$ cat config.mk
export PLATFORM = sky130hd
export DESIGN_NAME = xcvr_bus_top
export DESIGN_NICKNAME = d
export VERILOG_FILES = /design/src/rtl/xcvr_pkg.sv /design/src/rtl/xcvr_store_cell.sv /design/src/rtl/xcvr_drive_ctl.sv /design/src/rtl/xcvr_keeper.sv /design/src/rtl/xcvr_bus_top.sv
export SDC_FILE = /design/constraint.sdc
export NUM_CORES = 1
export LEC_CHECK = 0
export BUFFER_PORTS_ARGS = -buffer_cell sky130_fd_sc_hd__buf_2
export CAP_MARGIN = 30
export CORE_MARGIN = 1.5
export CORE_UTILIZATION = 48
export DETAILED_ROUTE_END_ITERATION = 16
export GPL_ROUTABILITY_DRIVEN = 1
export MAX_ROUTING_LAYER = met4
export PLACE_DENSITY = 0.8
export SLEW_MARGIN = 5
export SYNTH_ARGS = -nofsm -noshare
export SYNTH_HDL_FRONTEND = slang
export SYNTH_SLANG_ARGS = --single-unit
$ cat constraint.sdc
create_clock -name clk -period 2.8 [get_ports clk]
set_input_delay 0.28 -clock clk [delete_from_list [all_inputs] [get_ports clk]]
set_output_delay 0.28 -clock clk [all_outputs]
set_load 0.02 [all_outputs]
$ cat src/rtl/xcvr_pkg.sv
package xcvr_pkg;
    typedef enum logic [2:0] {
        DRV_OFF,
        DRV_ISOLATE,
        DRV_B_ONLY,
        DRV_A_ONLY,
        DRV_BOTH
    } drive_state_e;
endpackage

$ cat src/rtl/xcvr_store_cell.sv
module xcvr_store_cell #(
    parameter int W = 8
) (
    input  logic         clk,
    input  logic         rst_n,
    input  logic         le,
    input  logic         cap_rise,
    input  logic [W-1:0] src,
    output logic [W-1:0] dout
);
    logic [W-1:0] held_q;

    // Cell loads while open, or on a sampled capture-clock rise.
    always_ff @(posedge clk or negedge rst_n) begin
        if (!rst_n)
            held_q <= '0;
        else if (le || cap_rise)
            held_q <= src;
    end

    always_comb begin
        dout = le ? src : held_q;
    end
endmodule

$ cat src/rtl/xcvr_drive_ctl.sv
module xcvr_drive_ctl
    import xcvr_pkg::*;
(
    input  logic pwr_ok,
    input  logic oe_all_n,
    input  logic oe_ab_n,
    input  logic oe_ba_n,
    output logic en_a,
    output logic en_b
);
    drive_state_e mode;

    // Mode selection: power state, then global enable, then path pair.
    always_comb begin
        if (!pwr_ok || oe_all_n)
            mode = DRV_OFF;
        else begin
            unique case ({oe_ab_n, oe_ba_n})
                2'b00:   mode = DRV_BOTH;
                2'b01:   mode = DRV_B_ONLY;
                2'b10:   mode = DRV_A_ONLY;
                default: mode = DRV_ISOLATE;
            endcase
        end
    end

    // Per-port drive from the mode.
    always_comb begin
        unique case (mode)
            DRV_BOTH:   begin en_a = 1'b1; en_b = 1'b1; end
            DRV_B_ONLY: begin en_a = 1'b0; en_b = 1'b1; end
            DRV_A_ONLY: begin en_a = 1'b1; en_b = 1'b0; end
            default:    begin en_a = 1'b0; en_b = 1'b0; end
        endcase
    end
endmodule

$ cat src/rtl/xcvr_keeper.sv
module xcvr_keeper #(
    parameter int W = 8
) (
    input  logic         clk,
    input  logic         rst_n,
    input  logic [W-1:0] own_oe,
    input  logic [W-1:0] own_val,
    input  logic [W-1:0] ext_en,
    input  logic [W-1:0] ext_val,
    output logic [W-1:0] lvl
);
    logic [W-1:0] keep_q;

    for (genvar i = 0; i < W; i++) begin : g_bit
        always_comb begin
            if (own_oe[i])
                lvl[i] = own_val[i];
            else if (ext_en[i])
                lvl[i] = ext_val[i];
            else
                lvl[i] = keep_q[i];
        end
    end

    always_ff @(posedge clk or negedge rst_n) begin
        if (!rst_n)
            keep_q <= '0;
        else
            keep_q <= lvl;
    end
endmodule

$ cat src/rtl/xcvr_bus_top.sv
module xcvr_bus_top #(
    parameter int GRP_W = 8,
    parameter int N_GRP = 2,
    localparam int BUS_W = GRP_W * N_GRP
) (
    input  logic             clk,
    input  logic             rst_n,
    input  logic             pwr_ok,
    input  logic             oe_all_n,
    input  logic [N_GRP-1:0] oe_ab_n,
    input  logic [N_GRP-1:0] oe_ba_n,
    input  logic [N_GRP-1:0] le_ab,
    input  logic [N_GRP-1:0] le_ba,
    input  logic             cap_clk,
    input  logic [BUS_W-1:0] a_in,
    input  logic [BUS_W-1:0] a_ext,
    output logic [BUS_W-1:0] a_out,
    output logic [BUS_W-1:0] a_oe,
    input  logic [BUS_W-1:0] b_in,
    output logic [BUS_W-1:0] b_out,
    output logic [BUS_W-1:0] b_oe
);
    logic cap_q;
    logic cap_rise;

    // Reset to 1 so a high capture clock at reset release is no rise.
    always_ff @(posedge clk or negedge rst_n) begin
        if (!rst_n)
            cap_q <= 1'b1;
        else
            cap_q <= cap_clk;
    end

    always_comb begin
        cap_rise = cap_clk & ~cap_q;
    end

    for (genvar g = 0; g < N_GRP; g++) begin : g_grp
        logic             en_a;
        logic             en_b;
        logic [GRP_W-1:0] a_lvl;
        logic [GRP_W-1:0] ab_dat;
        logic [GRP_W-1:0] ba_dat;

        xcvr_drive_ctl u_drv (
            .pwr_ok   (pwr_ok),
            .oe_all_n (oe_all_n),
            .oe_ab_n  (oe_ab_n[g]),
            .oe_ba_n  (oe_ba_n[g]),
            .en_a     (en_a),
            .en_b     (en_b)
        );

        xcvr_keeper #(.W(GRP_W)) u_keep (
            .clk     (clk),
            .rst_n   (rst_n),
            .own_oe  ({GRP_W{en_a}}),
            .own_val (ba_dat),
            .ext_en  (a_ext[g*GRP_W +: GRP_W]),
            .ext_val (a_in[g*GRP_W +: GRP_W]),
            .lvl     (a_lvl)
        );

        xcvr_store_cell #(.W(GRP_W)) u_ab (
            .clk      (clk),
            .rst_n    (rst_n),
            .le       (le_ab[g]),
            .cap_rise (cap_rise),
            .src      (a_lvl),
            .dout     (ab_dat)
        );

        xcvr_store_cell #(.W(GRP_W)) u_ba (
            .clk      (clk),
            .rst_n    (rst_n),
            .le       (le_ba[g]),
            .cap_rise (cap_rise),
            .src      (b_in[g*GRP_W +: GRP_W]),
            .dout     (ba_dat)
        );

        assign a_out[g*GRP_W +: GRP_W] = ba_dat;
        assign b_out[g*GRP_W +: GRP_W] = ab_dat;
        assign a_oe[g*GRP_W +: GRP_W]  = {GRP_W{en_a}};
        assign b_oe[g*GRP_W +: GRP_W]  = {GRP_W{en_b}};
    end
endmodule

==> metrics.md <==
| Metric | Value |
|---|---|
| Status | `finished clean` |
| Die area | `0.00685 mm2` |
| Compound-Gate Fraction of Synth Area | `17.0%` |
| Reg2Reg Setup Slack | `1.18 ns` |
| Tcrit/Tclk final | `83.4%` |
| Slew headroom | `58.0%` |
| Cell Rows | `28` |
| Core Box Area | `0.00603 mm2` |
| Gpl congestion | `0.836` |
| WP data arrival | `2.06 ns` |
| R2R Path Start | `cap_q` |
| Num CTS Buffers | `5` |
| Distinct cells, synth | `25` |
| Hold-fix buffers, CTS | `1` |
| Most common cell in the netlist | `dfrtp_1` |
| Worst setup EP type | `primary output` |
| Max incr delay on CP | `0.56 ns` |
| Hold Crit Class | `in2reg` |
| Syn Inst Count | `336` |
| RSZ-0062 raised after global routing | `no` |
| Max Clock Skew | `0.00713 ns` |
| Initial antenna violation count | `0` |
| #FFs+latches synth | `49` |
| Area delta synth->final | `17.8%` |
| I/O Pins | `125` |
| DR iter-0 viols | `112` |
| Critical Path Most Common Cell | `buf_2` |
| Critical path origin | `oe_ab_n[0]` |
| Routed WL per cell | `13.5 um` |
| Max-slew violations | `0` |
| Post-synth top area share | `39.4%` |
| TritonRoute pass-1 iters | `4` |
| Pin count of the biggest net entering global routing | `35` |
| Crit Path Category | `in2out` |
| CTS tree | `built` |
| Xor and xnor area share after synthesis | `0%` |
| ANT nets after route | `0` |
| Worst endpoint required time | `2.52 ns` |
| Largest family of logic cells by synthesized area | `compound AO/OA/AOI/OAI gates` |
| Part of the Yosys area used for sequential elements | `40.2%` |
| Top cell type by total area after synthesis | `dfrtp_1` |
| Final Core Density | `59.7%` |
| Initial Utilization | `50.6%` |
| First-pass GRT wire length | `10.5 mm` |
| Clock H-tree levels | `2` |
| Via/cell ratio | `5.24` |
| Die height | `82.7 um` |
| Max-Cap Viols | `0` |
| Post-synthesis mux area share | `11.2%` |
| Clock Pin Slew Worst Setup and Hold Paths | `0.08 ns` |
| Synth Area in Simple Gates | `14.7%` |
| Worst r2r path cells | `3` |
| Nets | `495` |
| CP endpoint | `a_oe[6]` |
| Antenna cells | `0` |
| Pre-CTS WS | `0.451 ns` |
| Die W | `82.7 um` |
| Gr usage total | `20.8%` |
| Register area | `0.00123 mm2` |
| Post-synth EDFFs | `0` |
| Synth Cell Area | `0.00305 mm2` |
| Worst vdd ir | `0.239 mV` |
| Fmax | `428 MHz` |
| Setup Buffers After CTS | `0` |
| Commonest cells in the netlist | `dfrtp_1, nor2_1, inv_1` |
| Minimum clock period | `2.34 ns` |
| Final Hold Viols | `0` |
| Via count | `2642` |
| Clk sinks | `49` |
| Syn Nets | `403` |
| IO Port Bufs | `124` |
| Area occupied by multi-input gates | `0.00139 mm2` |
| Post-DP HPWL | `5.18 mm` |
| Avg Cell Area, Syn | `9.08 um2` |
| DRC viols | `0` |
| Post-synthesis adder-cell area fraction | `2.46%` |
| Final setup fails | `0` |
| Startpoint Class | `input port` |
| Layout cells sized above 1 | `36.8%` |
| Final WL | `6.83 mm` |
| Top cells by area, synth | `dfrtp_1, buf_4, mux2_2` |
| Setup ws final | `0.463 ns` |
| Setup_tns | `0 ns` |
| Cells along the critical path | `buf_2 > inv_1 > ha_1 > or4b_4 > o21a_4 > nor2_1 > buf_2` |
| Clk root buf | `clkbuf_8` |
| Slew at the pin with the worst max-slew slack | `0.627 ns` |
| Overflow after GRT | `0` |
| Resize count post-CTS | `0` |
| CTS Buffer Depth | `2` |
| Slowest-stage cell, CP | `or4b_4` |
| Most used DFF post-synth | `dfrtp_1` |
| Reg-to-Reg End | `g_grp[0].u_ba.held_q[4]` |
| Lkg Pwr | `0.00187 uW` |
| Ys Warns | `0` |
| Vias in the first global route | `2305` |
| Fillers | `580` |
| Async set-reset flop share out of synthesis | `100%` |
| Clk_lat worst skew | `0.29 ns` |
| Worst-path fanout max | `17` |
| Pwr Density | `494 mW/mm2` |
flip-flops by register name, indices dropped and copies added (netlist names):
register             cells
cap_q                    1
g_grp.u_ab.held_q       16
g_grp.u_ba.held_q       16
g_grp.u_keep.keep_q     16
critical path: cells and delay by family:
kind,cells,cell delay [ns]
compound gates,1,0.20
buf+inv,3,0.39
fa+ha+maj,1,0.32
simple gates,2,0.87
per-stage QoR:
step                      instance area, um2  power (uW)  hold slack [ns]  instances
after detailed placement                3500        1400            0.278        495
after floorplan                         3050        1230          -0.0156        336
after global routing                    3590        1900           0.0773        504
final                                   3590        1780           0.0973        504
after global placement                  3480        1380            0.397        494
after CTS                               3590        1790           0.0883        504
per-layer routing:
layer | track usage (%) | up-vias | share of wire, %
met5 | - | - | 0
met4 | 6.50 | 0 | 1.3
met3 | 2.42 | 9 | 7.7
met2 | 34.1 | 98 | 49
met1 | 27.1 | 1237 | 42
li1 | - | 1298 | -
logic make-up (layout without fill, tap and decap cells):
logic type      Yosys count  in the layout
compound gates           70             70
fa+ha+maj                 6              6
buf+inv                  80            173
flops                    49             49
mux                      32             32
simple gates             99             99
cells in the final DEF (no fill, tap or decap):
cell type      netlist  layout
buf_2                5     124
dfrtp_1             48      48
nor2_1              40      40
inv_1               36      36
nand2_1             34      34
nor2b_1             18      17
mux2i_1             16      16
a221oi_1            16      16
o22ai_1             16      16
mux2_2              16      16
o21ai_0             15      15
o31ai_1             15      15
ha_1                 6       6
nand2b_1             5       5
clkbuf_8             0       5
clkbuf_1             3       3
buf_4               32       3
or4b_4               2       2
o21a_4               2       2
o21ai_4              2       2
a21oi_1              2       2
nor2b_2              0       1
o21ai_1              1       1
o31ai_2              1       1
dfstp_2              1       1
dlygate4sd3_1        0       1
buf_12               0       1
layout make-up:
type	instances	area share [%]
Tap cell	75	2.61
Multi-Input combinational cell	207	38.5
Timing Repair Buffer	129	18.7
Sequential cell	49	34.1
Inverter	36	3.76
Clock buffer	8	2.23
worst min path at each step:
stage | start | to | slack (ns) | cells past startpoint
after global routing | cap_clk | cap_q | 0.08 | 1
after detailed placement | rst_n | g_grp[0].u_ba.held_q[3] | 0.28 | 1
after floorplan | rst_n | g_grp[0].u_ab.held_q[0] | -0.02 | 0
after global placement | cap_clk | cap_q | 0.40 | 1
after CTS | cap_clk | cap_q | 0.09 | 1
final | cap_clk | cap_q | 0.1 | 1
where the power goes:
group	internal, uW	switching (uW)	total (uW)	leakage (uW)
logic	216	337	554	0.00124
registers	794	34.7	829	0.000587
clock network	178	216	394	0.0000395
total	1190	588	1780	0.00187
Power figures use the tool's default switching activity.
